[config.mk]
export PLATFORM = sky130hd
export DESIGN_NAME = fb_scan_agen
export DESIGN_NICKNAME = d
export VERILOG_FILES = /design/src/rtl/fb_scan_pkg.sv /design/src/rtl/fb_burst_sizer.sv /design/src/rtl/fb_outst_ctr.sv /design/src/rtl/fb_line_walker.sv /design/src/rtl/fb_scan_agen.sv
export SDC_FILE = /design/constraint.sdc
export NUM_CORES = 1
export LEC_CHECK = 0
export ABC_AREA = 0
export BUFFER_PORTS_ARGS = -buffer_cell sky130_fd_sc_hd__buf_2
export CAP_MARGIN = 20
export CORE_ASPECT_RATIO = 0.9
export CORE_UTILIZATION = 40
export CTS_BUF_LIST = sky130_fd_sc_hd__clkbuf_4
export DETAILED_ROUTE_END_ITERATION = 12
export HOLD_SLACK_MARGIN = 0.02
export SETUP_SLACK_MARGIN = 0.5
export SLEW_MARGIN = 20
export SYNTH_ARGS = -nofsm -noshare
export SYNTH_HDL_FRONTEND = slang
export SYNTH_SLANG_ARGS = --single-unit
[constraint.sdc]
create_clock -name clk -period 9.95 [get_ports clk]
set_clock_uncertainty 0.05 [all_clocks]
set_input_delay 0.4975 -clock clk [delete_from_list [all_inputs] [get_ports clk]]
set_output_delay 0.4975 -clock clk [all_outputs]
set_load 0.03 [all_outputs]
[src/rtl/fb_scan_pkg.sv]
package fb_scan_pkg;

  localparam int BURST_SEL_W = 5;
  localparam int BEATS_W     = 5;
  localparam int OUTST_W     = 4;

  typedef enum logic [1:0] {
    WALK_IDLE,
    WALK_RUN,
    WALK_DRAIN
  } walk_state_e;

  // Highest set select bit wins; an empty select means single beats.
  function automatic logic [BEATS_W-1:0] sel_to_beats(input logic [BURST_SEL_W-1:0] sel);
    logic [BEATS_W-1:0] r;
    r = BEATS_W'(1);
    for (int k = 0; k < BURST_SEL_W; k++) begin
      if (sel[k]) r = BEATS_W'(1) << k;
    end
    return r;
  endfunction

endpackage

[src/rtl/fb_burst_sizer.sv]
module fb_burst_sizer
  import fb_scan_pkg::*;
#(
  parameter int REM_W = 14
) (
  input  logic [BEATS_W-1:0] max_beats,
  input  logic [REM_W-1:0]   rem_beats,
  output logic [BEATS_W-1:0] burst_beats
);

  // Clip the burst to what is left of the line.
  always_comb begin
    if (rem_beats < REM_W'(max_beats)) burst_beats = rem_beats[BEATS_W-1:0];
    else                               burst_beats = max_beats;
  end

endmodule

[src/rtl/fb_outst_ctr.sv]
module fb_outst_ctr
  import fb_scan_pkg::*;
(
  input  logic               clk,
  input  logic               rst,
  input  logic               inc,
  input  logic               dec,
  input  logic [OUTST_W-1:0] limit,
  output logic [OUTST_W-1:0] cnt,
  output logic               full
);

  logic [OUTST_W-1:0] lim_eff;

  assign lim_eff = (limit == '0) ? OUTST_W'(1) : limit;
  assign full    = (cnt >= lim_eff);

  always_ff @(posedge clk) begin
    if (rst) begin
      cnt <= '0;
    end else begin
      case ({inc, dec})
        2'b10:   cnt <= cnt + OUTST_W'(1);
        2'b01:   cnt <= cnt - OUTST_W'(1);
        default: cnt <= cnt;
      endcase
    end
  end


  outst_limit_chk: assert property (@(posedge clk) disable iff (rst)
    cnt <= lim_eff);


  outst_underflow_chk: assert property (@(posedge clk) disable iff (rst)
    (dec && !inc) |-> (cnt != '0));

endmodule

[src/rtl/fb_line_walker.sv]
module fb_line_walker
  import fb_scan_pkg::*;
#(
  parameter int AW         = 32,
  parameter int LW         = 16,
  parameter int CW         = 12,
  parameter int BEAT_BYTES = 8,
  parameter int BEAT_SH    = $clog2(BEAT_BYTES),
  parameter int REM_W      = LW - BEAT_SH + 1
) (
  input  logic                   clk,
  input  logic                   rst,
  input  logic                   frame_start,
  input  logic [AW-1:0]          cfg_base,
  input  logic [LW-1:0]          cfg_line_bytes,
  input  logic [AW-1:0]          cfg_pitch,
  input  logic [CW-1:0]          cfg_lines_m1,
  input  logic [BURST_SEL_W-1:0] cfg_burst_sel,
  input  logic [OUTST_W-1:0]     cfg_max_outst,
  input  logic                   req_ready,
  input  logic [OUTST_W-1:0]     outst_cnt,
  input  logic                   outst_full,
  input  logic [BEATS_W-1:0]     burst_beats,
  output logic [BEATS_W-1:0]     max_beats,
  output logic [REM_W-1:0]       rem_beats,
  output logic [OUTST_W-1:0]     limit,
  output logic                   issue,
  output logic                   req_valid,
  output logic [AW-1:0]          req_addr,
  output logic [BEATS_W-1:0]     req_beats,
  output logic                   frame_done
);

  walk_state_e        state_q;
  logic [AW-1:0]      line_addr_q, cur_addr_q, pitch_q;
  logic [REM_W-1:0]   line_beats_q, rem_q;
  logic [CW-1:0]      lines_left_q;
  logic [BEATS_W-1:0] max_beats_q;
  logic [OUTST_W-1:0] limit_q;
  logic               req_valid_q, done_q;
  logic [AW-1:0]      req_addr_q;
  logic [BEATS_W-1:0] req_beats_q;

  logic [LW:0]        bytes_rnd;
  logic [REM_W-1:0]   line_beats_cfg;
  logic [REM_W-1:0]   rem_left;
  logic [AW-1:0]      next_line;
  logic [AW-1:0]      next_cur;

  // Bytes per line rounded up to whole beats.
  assign bytes_rnd      = {1'b0, cfg_line_bytes} + (LW+1)'(BEAT_BYTES - 1);
  assign line_beats_cfg = bytes_rnd[LW:BEAT_SH];

  assign issue     = (state_q == WALK_RUN) && (!req_valid_q || req_ready) && !outst_full;
  assign rem_left  = rem_q - REM_W'(burst_beats);
  assign next_line = line_addr_q + pitch_q;
  assign next_cur  = cur_addr_q + (AW'(burst_beats) << BEAT_SH);

  assign max_beats  = max_beats_q;
  assign rem_beats  = rem_q;
  assign limit      = limit_q;
  assign req_valid  = req_valid_q;
  assign req_addr   = req_addr_q;
  assign req_beats  = req_beats_q;
  assign frame_done = done_q;

  always_ff @(posedge clk) begin
    if (rst) begin
      state_q      <= WALK_IDLE;
      line_addr_q  <= '0;
      cur_addr_q   <= '0;
      pitch_q      <= '0;
      line_beats_q <= '0;
      rem_q        <= '0;
      lines_left_q <= '0;
      max_beats_q  <= BEATS_W'(1);
      limit_q      <= '0;
      req_valid_q  <= 1'b0;
      req_addr_q   <= '0;
      req_beats_q  <= '0;
      done_q       <= 1'b0;
    end else begin
      done_q <= 1'b0;
      if (req_valid_q && req_ready) req_valid_q <= 1'b0;

      case (state_q)
        WALK_IDLE: begin
          if (frame_start) begin
            line_addr_q  <= cfg_base;
            cur_addr_q   <= cfg_base;
            pitch_q      <= cfg_pitch;
            line_beats_q <= line_beats_cfg;
            rem_q        <= line_beats_cfg;
            lines_left_q <= cfg_lines_m1;
            max_beats_q  <= sel_to_beats(cfg_burst_sel);
            limit_q      <= cfg_max_outst;
            state_q      <= WALK_RUN;
          end
        end

        WALK_RUN: begin
          if (issue) begin
            req_valid_q <= 1'b1;
            req_addr_q  <= cur_addr_q;
            req_beats_q <= burst_beats;
            if (rem_left == '0) begin
              if (lines_left_q == '0) begin
                state_q <= WALK_DRAIN;
              end else begin
                line_addr_q  <= next_line;
                cur_addr_q   <= next_line;
                rem_q        <= line_beats_q;
                lines_left_q <= lines_left_q - CW'(1);
              end
            end else begin
              cur_addr_q <= next_cur;
              rem_q      <= rem_left;
            end
          end
        end

        WALK_DRAIN: begin
          if (outst_cnt == '0) begin
            done_q  <= 1'b1;
            state_q <= WALK_IDLE;
          end
        end

        default: state_q <= WALK_IDLE;
      endcase
    end
  end


  req_hold_chk: assert property (@(posedge clk) disable iff (rst)
    (req_valid_q && !req_ready) |=> (req_valid_q && $stable(req_addr_q) && $stable(req_beats_q)));


  burst_range_chk: assert property (@(posedge clk) disable iff (rst)
    req_valid_q |-> ((req_beats_q != '0) && (req_beats_q <= max_beats_q)));


  line_end_chk: assert property (@(posedge clk) disable iff (rst)
    issue |-> (REM_W'(burst_beats) <= rem_q));


  done_drained_chk: assert property (@(posedge clk) disable iff (rst)
    done_q |-> ((outst_cnt == '0) && !req_valid_q));


  idle_quiet_chk: assert property (@(posedge clk) disable iff (rst)
    (state_q == WALK_IDLE) |-> !req_valid_q);

endmodule

[src/rtl/fb_scan_agen.sv]
module fb_scan_agen
  import fb_scan_pkg::*;
#(
  parameter int AW         = 32,
  parameter int LW         = 16,
  parameter int CW         = 12,
  parameter int BEAT_BYTES = 8
) (
  input  logic                   clk,
  input  logic                   rst,
  input  logic                   frame_start,
  input  logic [AW-1:0]          cfg_base,
  input  logic [LW-1:0]          cfg_line_bytes,
  input  logic [AW-1:0]          cfg_pitch,
  input  logic [CW-1:0]          cfg_lines_m1,
  input  logic [BURST_SEL_W-1:0] cfg_burst_sel,
  input  logic [OUTST_W-1:0]     cfg_max_outst,
  output logic                   req_valid,
  input  logic                   req_ready,
  output logic [AW-1:0]          req_addr,
  output logic [BEATS_W-1:0]     req_beats,
  input  logic                   rsp_valid,
  input  logic                   rsp_err,
  output logic                   frame_done,
  output logic                   bus_err
);

  localparam int BEAT_SH = $clog2(BEAT_BYTES);
  localparam int REM_W   = LW - BEAT_SH + 1;

  logic [BEATS_W-1:0] max_beats, burst_beats;
  logic [REM_W-1:0]   rem_beats;
  logic [OUTST_W-1:0] limit, outst_cnt;
  logic               outst_full, issue;
  logic               bus_err_q;

  fb_line_walker #(
    .AW(AW), .LW(LW), .CW(CW), .BEAT_BYTES(BEAT_BYTES),
    .BEAT_SH(BEAT_SH), .REM_W(REM_W)
  ) u_walker (
    .clk(clk), .rst(rst), .frame_start(frame_start),
    .cfg_base(cfg_base), .cfg_line_bytes(cfg_line_bytes), .cfg_pitch(cfg_pitch),
    .cfg_lines_m1(cfg_lines_m1), .cfg_burst_sel(cfg_burst_sel), .cfg_max_outst(cfg_max_outst),
    .req_ready(req_ready), .outst_cnt(outst_cnt), .outst_full(outst_full),
    .burst_beats(burst_beats), .max_beats(max_beats), .rem_beats(rem_beats),
    .limit(limit), .issue(issue), .req_valid(req_valid), .req_addr(req_addr),
    .req_beats(req_beats), .frame_done(frame_done)
  );

  fb_burst_sizer #(.REM_W(REM_W)) u_sizer (
    .max_beats(max_beats), .rem_beats(rem_beats), .burst_beats(burst_beats)
  );

  fb_outst_ctr u_outst (
    .clk(clk), .rst(rst), .inc(issue), .dec(rsp_valid), .limit(limit),
    .cnt(outst_cnt), .full(outst_full)
  );

  always_ff @(posedge clk) begin
    if (rst) bus_err_q <= 1'b0;
    else     bus_err_q <= rsp_valid && rsp_err;
  end

  assign bus_err = bus_err_q;


  bus_err_chk: assert property (@(posedge clk) disable iff (rst)
    (rsp_valid && rsp_err) |=> bus_err);

endmodule

; ---- After elaboration in Yosys (flattened, before gate mapping)
; Cells that the tools add are included.
[word_totals]
regBits = 191
elab_cells = 91
[op_classes]
reduce_logical = 20
n_eq_ne = 11
add_sub_neg = 7
muxes = 35
n_bitwise = 1
magnitude_cmp = 2
[ops]
columns = op, count
row1 = 32-bit two-way mux, 6
row2 = 32-bit one-hot mux with 2 select lines, 2
row3 = 14-bit two-way mux, 4
row4 = 12-bit two-way mux, 4
row5 = 32-bit adder, 1
row6 = 32-bit by 8-bit adder with 32-bit output, 1
row7 = 14-bit one-hot mux with 2 select lines, 1
row8 = 12-bit one-hot mux with 2 select lines, 1
row9 = "16-bit by 3-bit adder with 17-bit output, second input constant", 1
row10 = 14-bit zero test, 1
row11 = 14-bit by 5-bit < comparator with 1-bit output, 1
row12 = 14-bit by 5-bit subtractor with 14-bit output, 1
row13 = 12-bit zero test, 1
row14 = 2-bit two-way mux, 6
row15 = "12-bit by 1-bit subtractor with 12-bit output, second input constant", 1
row16 = 5-bit two-way mux, 2
row17 = 5-bit AND reduction, 2
row18 = 4-bit zero test, 2
row19 = 4-bit two-way mux, 2
row20 = "2-bit != test, second input constant", 4
row21 = 4-bit one-hot mux with 2 select lines, 1
row22 = 2-bit one-hot mux with 3 select lines, 1
row23 = "4-bit by 1-bit adder with 4-bit output, second input constant", 1
row24 = "2-bit by 1-bit == test with 1-bit output, second input constant", 2
row25 = other kinds (16), 27

; ---- Longest topological paths before layout
; Gate-level depths: netlist of the first run.
[logic_depth]
depth_word = 7
depth_mapped = 24

; ---- Modules after synthesis
; From an unflattened synthesis of the first run, not the netlist that was laid out.
[hier_totals]
hier_cells = 1466
area_unflattened_um2 = 11215.8
[by_module_without_submodules]
columns = module, cells_each, seq_area_each_um2, area_each_um2, n_inst
row1 = fb_line_walker, 1401, 3723.6, 10639.0, 1
row2 = fb_outst_ctr, 41, 80.1, 342.8, 1
row3 = fb_burst_sizer, 22, 0.0, 205.2, 1
row4 = fb_scan_agen, 2, 20.0, 28.8, 1

; ---- Worst setup path after synthesis of the first run
; No wires, ideal clock.
[synth_timing]
path_type = reg-to-reg
start = reg u_walker.max_beats_q[4] (netlist: u_walker.max_beats[4])
end = reg u_walker.line_addr_q[22]
stages_incl_launch_ff = 23
synth_period_minus_slack_ns = 4.994
t_arrival_ns = 4.816
slack_ns = 4.956
t_required_ns = 9.772
cell_sequence = dfxtp_1 > inv_1 > ha_1 > a211oi_1 > and4_1 > o21ai_2 > clkbuf_1 > o21ai_0 > ha_1 > inv_1 > ha_1 > nor4_1 > o41ai_1 > a31o_2 > or4_1 > a21oi_2 > o2111ai_1 > and2_0 > clkbuf_1 > buf_2 > buf_6 > a22oi_1 > nor2_1
[synth_via]
elab_chain_cells = 6
[synth_rtl]
columns = item, line_no
row1 = "start, declared", fb_line_walker.sv:38  ; logic [BEATS_W-1:0] max_beats_q;
row2 = "start signal, assigned", fb_line_walker.sv:95  ; max_beats_q <= sel_to_beats(cfg_burst_sel);
row3 = 14-bit by 5-bit < comparator with 1-bit output, fb_burst_sizer.sv:13  ; if (rem_beats < REM_W'(max_beats)) burst_beats = rem_beats[BEATS_W-1:0];
row4 = 5-bit two-way mux, fb_burst_sizer.sv:13
row5 = via burst_beats[0], fb_scan_agen.sv:31  ; logic [BEATS_W-1:0] max_beats, burst_beats;
row6 = 14-bit by 5-bit subtractor with 14-bit output, fb_line_walker.sv:55  ; assign rem_left = rem_q - REM_W'(burst_beats);
row7 = 14-bit zero test, fb_line_walker.sv:106  ; if (rem_left == '0) begin
row8 = 2-bit != test (no source line), -
row9 = 5-bit AND reduction (no source line), -
row10 = "end signal, assigned", fb_line_walker.sv:89  ; line_addr_q <= cfg_base;
row11 = "end signal, assigned", fb_line_walker.sv:110  ; line_addr_q <= next_line;
row12 = "end, declared", fb_line_walker.sv:35  ; logic [AW-1:0] line_addr_q, cur_addr_q, pitch_q;
; The timed path passes the listed nets, and every way through them passes these cells.
; A chain may end at the register's enable or synchronous reset.

; ---- Worst setup path in the final report of the first run
[layout_timing]
start = reg u_walker.max_beats_q[1] (netlist: u_walker.max_beats[1])
end = reg u_walker.cur_addr_q[4]
[layout_via]
elab_chain_cells = 7
[layout_rtl]
columns = item, line_no
row1 = 14-bit by 5-bit < comparator with 1-bit output (*), fb_burst_sizer.sv:13
row2 = 5-bit two-way mux (*), fb_burst_sizer.sv:13
row3 = via burst_beats[0], fb_scan_agen.sv:31
row4 = 14-bit by 5-bit subtractor with 14-bit output, fb_line_walker.sv:55
row5 = 14-bit zero test, fb_line_walker.sv:106
row6 = 32-bit two-way mux, fb_line_walker.sv:106
row7 = 32-bit two-way mux, fb_line_walker.sv:102  ; if (issue) begin
row8 = 32-bit one-hot mux with 2 select lines, fb_line_walker.sv:86  ; case (state_q)
row9 = "end signal, assigned", fb_line_walker.sv:90  ; cur_addr_q <= cfg_base;
row10 = "end signal, assigned", fb_line_walker.sv:111  ; cur_addr_q <= next_line;
row11 = "end signal, assigned", fb_line_walker.sv:116  ; cur_addr_q <= next_cur;
row12 = "end, declared", fb_line_walker.sv:35
; Mark *: on every way through the listed nets, which the timed path passes. The rest lies on a longest branch. The select of a mux whose other input is x is not followed.

==> results of run 1 <==
-- layout make-up --
cell class,count,area (sq um)
sequential,191,3820
clock inverter,15,174
fill,2911,15200
antenna,1,2.50
timing repair buffer,180,1050
multi-input combinational,1207,7290
inverter,45,169
clock buffer,17,128
tap,360,450
-- power breakdown --
group          switching [uW]  internal [uW]  leakage [uW]
clock network             312            158      0.000157
logic                     613            350       0.00354
registers                98.0            855       0.00157
total                    1020           1360       0.00527
-- placed cells by master (no fill, tap or decap), types with 11 or more instances in the layout --
cell and n:
nand2b_1 12, nor2b_1 12, nor2_1 128, nor4_1 11, a31oi_1 16, dfxtp_1 191
clkbuf_4 17, nor3_1 46, nand2_1 282, buf_4 12, xnor2_1 36, o22ai_1 11
xor2_1 18, a21oi_1 148, o21a_1 23, and2_1 13, o32ai_1 11, and3_1 15
a21o_1 24, dlygate4sd3_1 23, inv_1 42, ha_1 47, nand3_1 36, o21ai_0 63
buf_2 144, a211oi_1 53, o211ai_1 23, nand4_1 14
-- metrics by stage --
stage	total power (uW)	utilization (%)	worst slack [ps]	instance area [sq um]	hold slack [ps]
2_1_floorplan	1670	-	4960	11700	382
6_report	2390	46.3	3170	13100	53.1
3_3_place_gp	1900	44.3	3430	12500	392
3_5_place_dp	1920	44.3	3330	12500	393
4_1_cts	2390	46.2	3280	13100	20.0
5_1_grt	2550	46.3	2770	13100	24.7
-- final timing paths --
check | start | slack (ps) | cells past startpoint | endpoint
max | u_walker.max_beats[1]$_SDFFE_PP0P_ | 3170 | 19 | u_walker.cur_addr_q[4]$_SDFFE_PP0P_
min reg2reg | u_walker.req_addr[1]$_SDFFE_PP0P_ | 410 | 2 | u_walker.req_addr[1]$_SDFFE_PP0P_
min | cfg_pitch[7] | 50 | 3 | u_walker.pitch_q[7]$_SDFFE_PP0P_
max reg2reg | u_walker.max_beats[1]$_SDFFE_PP0P_ | 3170 | 19 | u_walker.cur_addr_q[4]$_SDFFE_PP0P_
-- worst min-delay path: cells and delay by family --
family | cells | cell delay [ps]
and+or+nand+nor | 1 | 50
AOI/OAI and AO/OA | 1 | 50
buffers and inverters | 1 | 90
-- what timing repair did --
| action | CTS | global route |
|---|---|---|
| hold buffers | 23 | 0 |
| hold endpoints to repair | 23 | 0 |
| setup endpoints to repair | 0 | 0 |
-- metal layers --
metal / vias to the layer above / routed length (um) / GRT usage [%]
met5: - / 0 / 0
met4: 0 / 825 / 7.60
met3: 48 / 2120 / 3.92
met2: 352 / 15500 / 37.7
met1: 5370 / 17500 / 34.1
li1: 5769 / - / -
-- registers in the layout, summed over array words and instances, names as in the netlist --
register	cells
u_walker.max_beats	5
u_outst.cnt	4
u_walker.lines_left_q	12
u_walker.state_q	2
u_walker.line_addr_q	32
u_walker.frame_done	1
bus_err	1
u_walker.req_beats	5
u_walker.req_addr	32
u_walker.line_beats_q	14
u_walker.cur_addr_q	32
u_walker.rem_beats	14
u_walker.limit	4
u_walker.req_valid	1
u_walker.pitch_q	32
-- kinds of logic after synthesis --
group	count (synthesis)
and+or+nand+nor	617
xor gates and xnor gates	54
DFF	191
muxes	6
AOI/OAI and AO/OA	479
adders and majority gates	51
buffers and inverters	141
==> flow_summary.toml, run 1 <==
[run_status]
status = "finished clean"

[layout]
final_cell_count_no_fill = 2016
layout-drive-gt1-share_pct = 14.1
nNetsFinal = 1798
areaGrowthSynthToFinish_pct = 12.1

[synthesis]
async_flop_share_pct = 0
synth_seq_cells = 191
synth_edf_count = 0
synthSimpleGateAreaFrac_pct = 23.9
synthDistinctLibCells = 83
avgSynthCellArea_sq_um = 7.59
seq_area_frac_synth_pct = 32.7
yosysWarnings = 0
yosysMostFrequentCell = "nand2_1"
synth-adder-area-share_pct = 5.55
synth_top_family_by_area = "compound AO/OA/AOI/OAI gates"
ys.flop_type = "dfxtp_1"
synthesis.nets = 1695
synth_compound_gate_area_share_pct = 28.0
yosys.area.top_type = "dfxtp_1"
synthTopCellsByArea = "dfxtp_1 33%, nand2_1 9.1%, a21oi_1 6.4%, ha_1 5.0%, nor2_1 4.1%"
synthMuxAreaShare_pct = 0.514
synthCells = 1539
synth_area_sq_mm = 0.0117
synth.top_cells.by_count = "284 x nand2_1, 191 x dfxtp_1, 149 x a21oi_1"
netlist.area_leader.share_pct = 32.7
synth-xor-area-share_pct = 4.05

[worst_setup_path]
cp.required_ps = 10430
critical_path_arrival_ps = 7260
cp_common_cell = "ha_1"
cp_top_family = "compound AO/OA/AOI/OAI gates"
cp-start-kind = "register"
slowest_stage = "o41ai_1"
cpPeakStageDelay_ps = 700
path_cells = "inv_1 -> ha_1 -> nand2_1 -> o21a_1 -> o21ai_2 -> o21ai_0 -> ha_1 -> inv_1 -> ha_1 -> nor4_1 -> o41ai_1 -> a31o_2 -> or4_1 -> a21oi_2 -> o2111ai_1 -> and2_1 -> buf_4 -> nand2_1 -> o32ai_1"
cp-end-kind = "register"
worstSetupPathType = "reg2reg"
cp_max_fo = 28
path_buf_inv = 3

[clock_tree]
clkTransAtPathRegs_ps = 170
clock_sinks = 191
htreeDepth = 4
cts_setup_buffers = 0
ctsRootBufferMaster = "clkbuf_4"
cts.path.max_buffers = 2
cts_buffers = 17
insertion_delay_ps = 630
cts_resized = 0
cts_tree = "yes"

[timing]
hold_viol_final = 0
period_share_pct = 68.1
rsz0062_at_grt = "false"
relSlewSlack_pct = 30.5
finalSetupViolCount = 0
final.setup.tns_ps = 0
post-route-min-period_ps = 6780
timing.fmax_mhz = 147
worst_pin_slew_ps = 1040
report.final.slew_viol_count = 0

[power]
pwr_density_cell_mw_per_mm2 = 182
peakVddDrop_v = 0.000141
power.leakage_uw = 0.00527

[placement]
dp.cells = 1960
dp_hpwl_um = 25000
place.gp.congestion = 0.914
io_buffers = 145

[global_route]
grt_start_max_net_pins = 89
grt_usage_pct = 24.2
grt_pass1_vias = 10590
antenna_found_initial = 1
globalRouteOverflowTotal = 0
grt_pass1_wl_um = 57100

[detailed_routing]
firstDrtPassIters = 5
via_per_inst = 5.72
ant_nets = 0
wirelength_um = 35900
drc = 0
wl_per_cell_um = 17.8
vias = 11539
drtIter0Drc = 804

[run]
max_cap_viol_count = 0

[floorplan]
core.rowCount = 58
core_sq_mm = 0.0283
die_w_um = 182
pin_count = 147
dieArea_sq_mm = 0.0299
fp.dieH_um = 164
initial_core_util_pct = 41.3

[min_path]
min_path_type = "in2reg"
Note: power is estimated with default switching activity, not from simulation.
==> inputs of run 2 (changes only) <==
Clock period 9.95 ns to 6 ns, I/O delays scaled along.
==> flow_summary.toml, run 2 (synthesis results as in run 1) <==
[timing]
timing.fmax_mhz = 189
period_share_pct = 88.3
relSlewSlack_pct = 43.0
hold_viol_final = 0
report.final.slew_viol_count = 0
worst_pin_slew_ps = 849
finalSetupViolCount = 0
final.setup.tns_ps = 0
post-route-min-period_ps = 5300
rsz0062_at_grt = "false"

[global_route]
grt_usage_pct = 24.9
grt_pass1_vias = 10968
grt_start_max_net_pins = 72
antenna_found_initial = 1
globalRouteOverflowTotal = 0
grt_pass1_wl_um = 58700

[clock_tree]
ctsRootBufferMaster = "clkbuf_4"
clkTransAtPathRegs_ps = 180
cts.path.max_buffers = 2
insertion_delay_ps = 640
htreeDepth = 4
cts_buffers = 17
clock_sinks = 191
cts_tree = "yes"

[detailed_routing]
ant_nets = 0
via_per_inst = 5.69
drc = 0
wirelength_um = 37200
drtIter0Drc = 837
wl_per_cell_um = 17.6
vias = 11984
firstDrtPassIters = 5

[power]
seq_power_share_pct = 39.4
power.leakage_uw = 0.00567
combPwrFrac_pct = 43.3
pwr_density_cell_mw_per_mm2 = 285
clkPwrFrac_pct = 17.3
peakVddDrop_v = 0.000178
intPower_uw = 2270
power_switching_uw = 1740
p_sw_share_pct = 43.4

[min_path]
min_path_type = "in2reg"
hold_end = "u_walker.line_addr_q[16]$_SDFFE_PP0P_"
min-delay-start = "cfg_base[16]"
hold_depth = 4

[worst_setup_path]
cp_max_fo = 47
rr_worst_depth = 19
cp-end-kind = "register"
worstSetupPathType = "reg2reg"
rrSetupSlack_ps = 700
cp.required_ps = 6490
critical_path_arrival_ps = 5790
crit_start = "u_walker.max_beats[4]$_SDFFE_PP0P_"
cp-start-kind = "register"
worstReg2RegStart = "u_walker.max_beats[4]$_SDFFE_PP0P_"
rr_endpoint = "u_walker.line_addr_q[6]$_SDFFE_PP0P_"

[placement]
place.gp.congestion = 0.912
io_buffers = 145
dpl_cell_area_sq_mm = 0.0127
dp_hpwl_um = 25900

[floorplan]
fp.dieH_um = 164
core.rowCount = 58
dieArea_sq_mm = 0.0299
pin_count = 147
die_w_um = 182
initial_core_util_pct = 41.3
core_sq_mm = 0.0283

[layout]
areaGrowthSynthToFinish_pct = 20.4
fin_area_sq_mm = 0.0141
layout-drive-gt1-share_pct = 15.0
layout_commonest_cell = "nand2_1"
layout_common_cells = "282 x nand2_1, 191 x dfxtp_1, 148 x a21oi_1"
multi_input_area_sq_mm = 0.00738
fill_cells = 2820
nNetsFinal = 1890
seq_area_sq_mm = 0.00382

[run_status]
status = "finished clean"

[run]
max_cap_viol_count = 0
## run 2: cell count changes in the layout (fill, tap and decap cells not counted), moves of 2 or more
cell and change:
nor2_1 -2, a21oi_2 -2, ha_2 +2, dlygate4sd3_1 +76, a21oi_4 +2, nor4_1 -2, buf_4 +13, buf_12 +3
bufinv_16 -2, ha_1 -2
## run 2: cell type report
cell class	count	area share [%]
clock inverter	14	0.881
multi-input combinational	1207	52.5
sequential	191	27.2
inverter	45	1.20
tap	360	3.20
clock buffer	18	0.961
timing repair buffer	272	14.0
antenna	1	0.0178
## run 2: critical path, cell delays in order (launching register included)
cell	delay [ps]
dfxtp_1	430
inv_1	130
ha_1	340
a211oi_2	280
and4_1	300
o21ai_2	100
o21ai_2	200
ha_2	260
inv_1	80
ha_2	230
nor4_2	330
o41ai_2	170
a31o_2	330
or4_1	460
a21oi_4	270
o2111a_2	380
a21o_2	220
buf_12	230
nor2_1	90
a311oi_2	250
## run 2: power by group through the flow
stage	clock network [uW]	registers, uW	logic [uW]
floorplan	0	1600	1160
global placement	0	1600	1590
detailed placement	0	1600	1620
CTS	718	1580	1700
global route	762	1600	1910
finish	694	1580	1730
## run 2: worst max path at each step
stage,end,depth (start not counted)
3_3_place_gp,u_walker.line_addr_q[3]$_SDFFE_PP0P_,19
4_1_cts,u_walker.line_addr_q[6]$_SDFFE_PP0P_,19
2_1_floorplan,u_walker.line_addr_q[22]$_SDFFE_PP0P_,22
5_1_grt,u_walker.line_addr_q[6]$_SDFFE_PP0P_,19
3_5_place_dp,u_walker.line_addr_q[12]$_SDFFE_PP0P_,19
6_report,u_walker.line_addr_q[6]$_SDFFE_PP0P_,19
## run 2: metrics by stage
stage	setup WS, ps	utilization, %	hold slack [ps]	total power [uW]	cells
2_1_floorplan	1010	-	382	2760	1539
5_1_grt	491	49.7	51.6	4280	2108
4_1_cts	525	49.5	23.1	4000	2107
3_5_place_dp	240	44.8	394	3220	1974
6_report	701	49.7	55.0	4010	2108
3_3_place_gp	433	44.8	392	3190	1974
## run 2: layer usage
metal	GRT usage (%)	share of wire (%)	vias to the layer above
li1	-	-	5963
met1	34.2	48	5629
met2	41.0	45	345
met3	3.44	5.2	47
met4	6.57	1.8	0
met5	0	0	-
## run 2: repair_timing
action                                  4_1_cts  5_1_grt
hold buffers                                 99        0
endpoints found under the setup margin       89       89
pin swaps                                     0        0
setup buffers                                 2        0
gates resized for setup                      10       11
hold endpoints to repair                    112        0
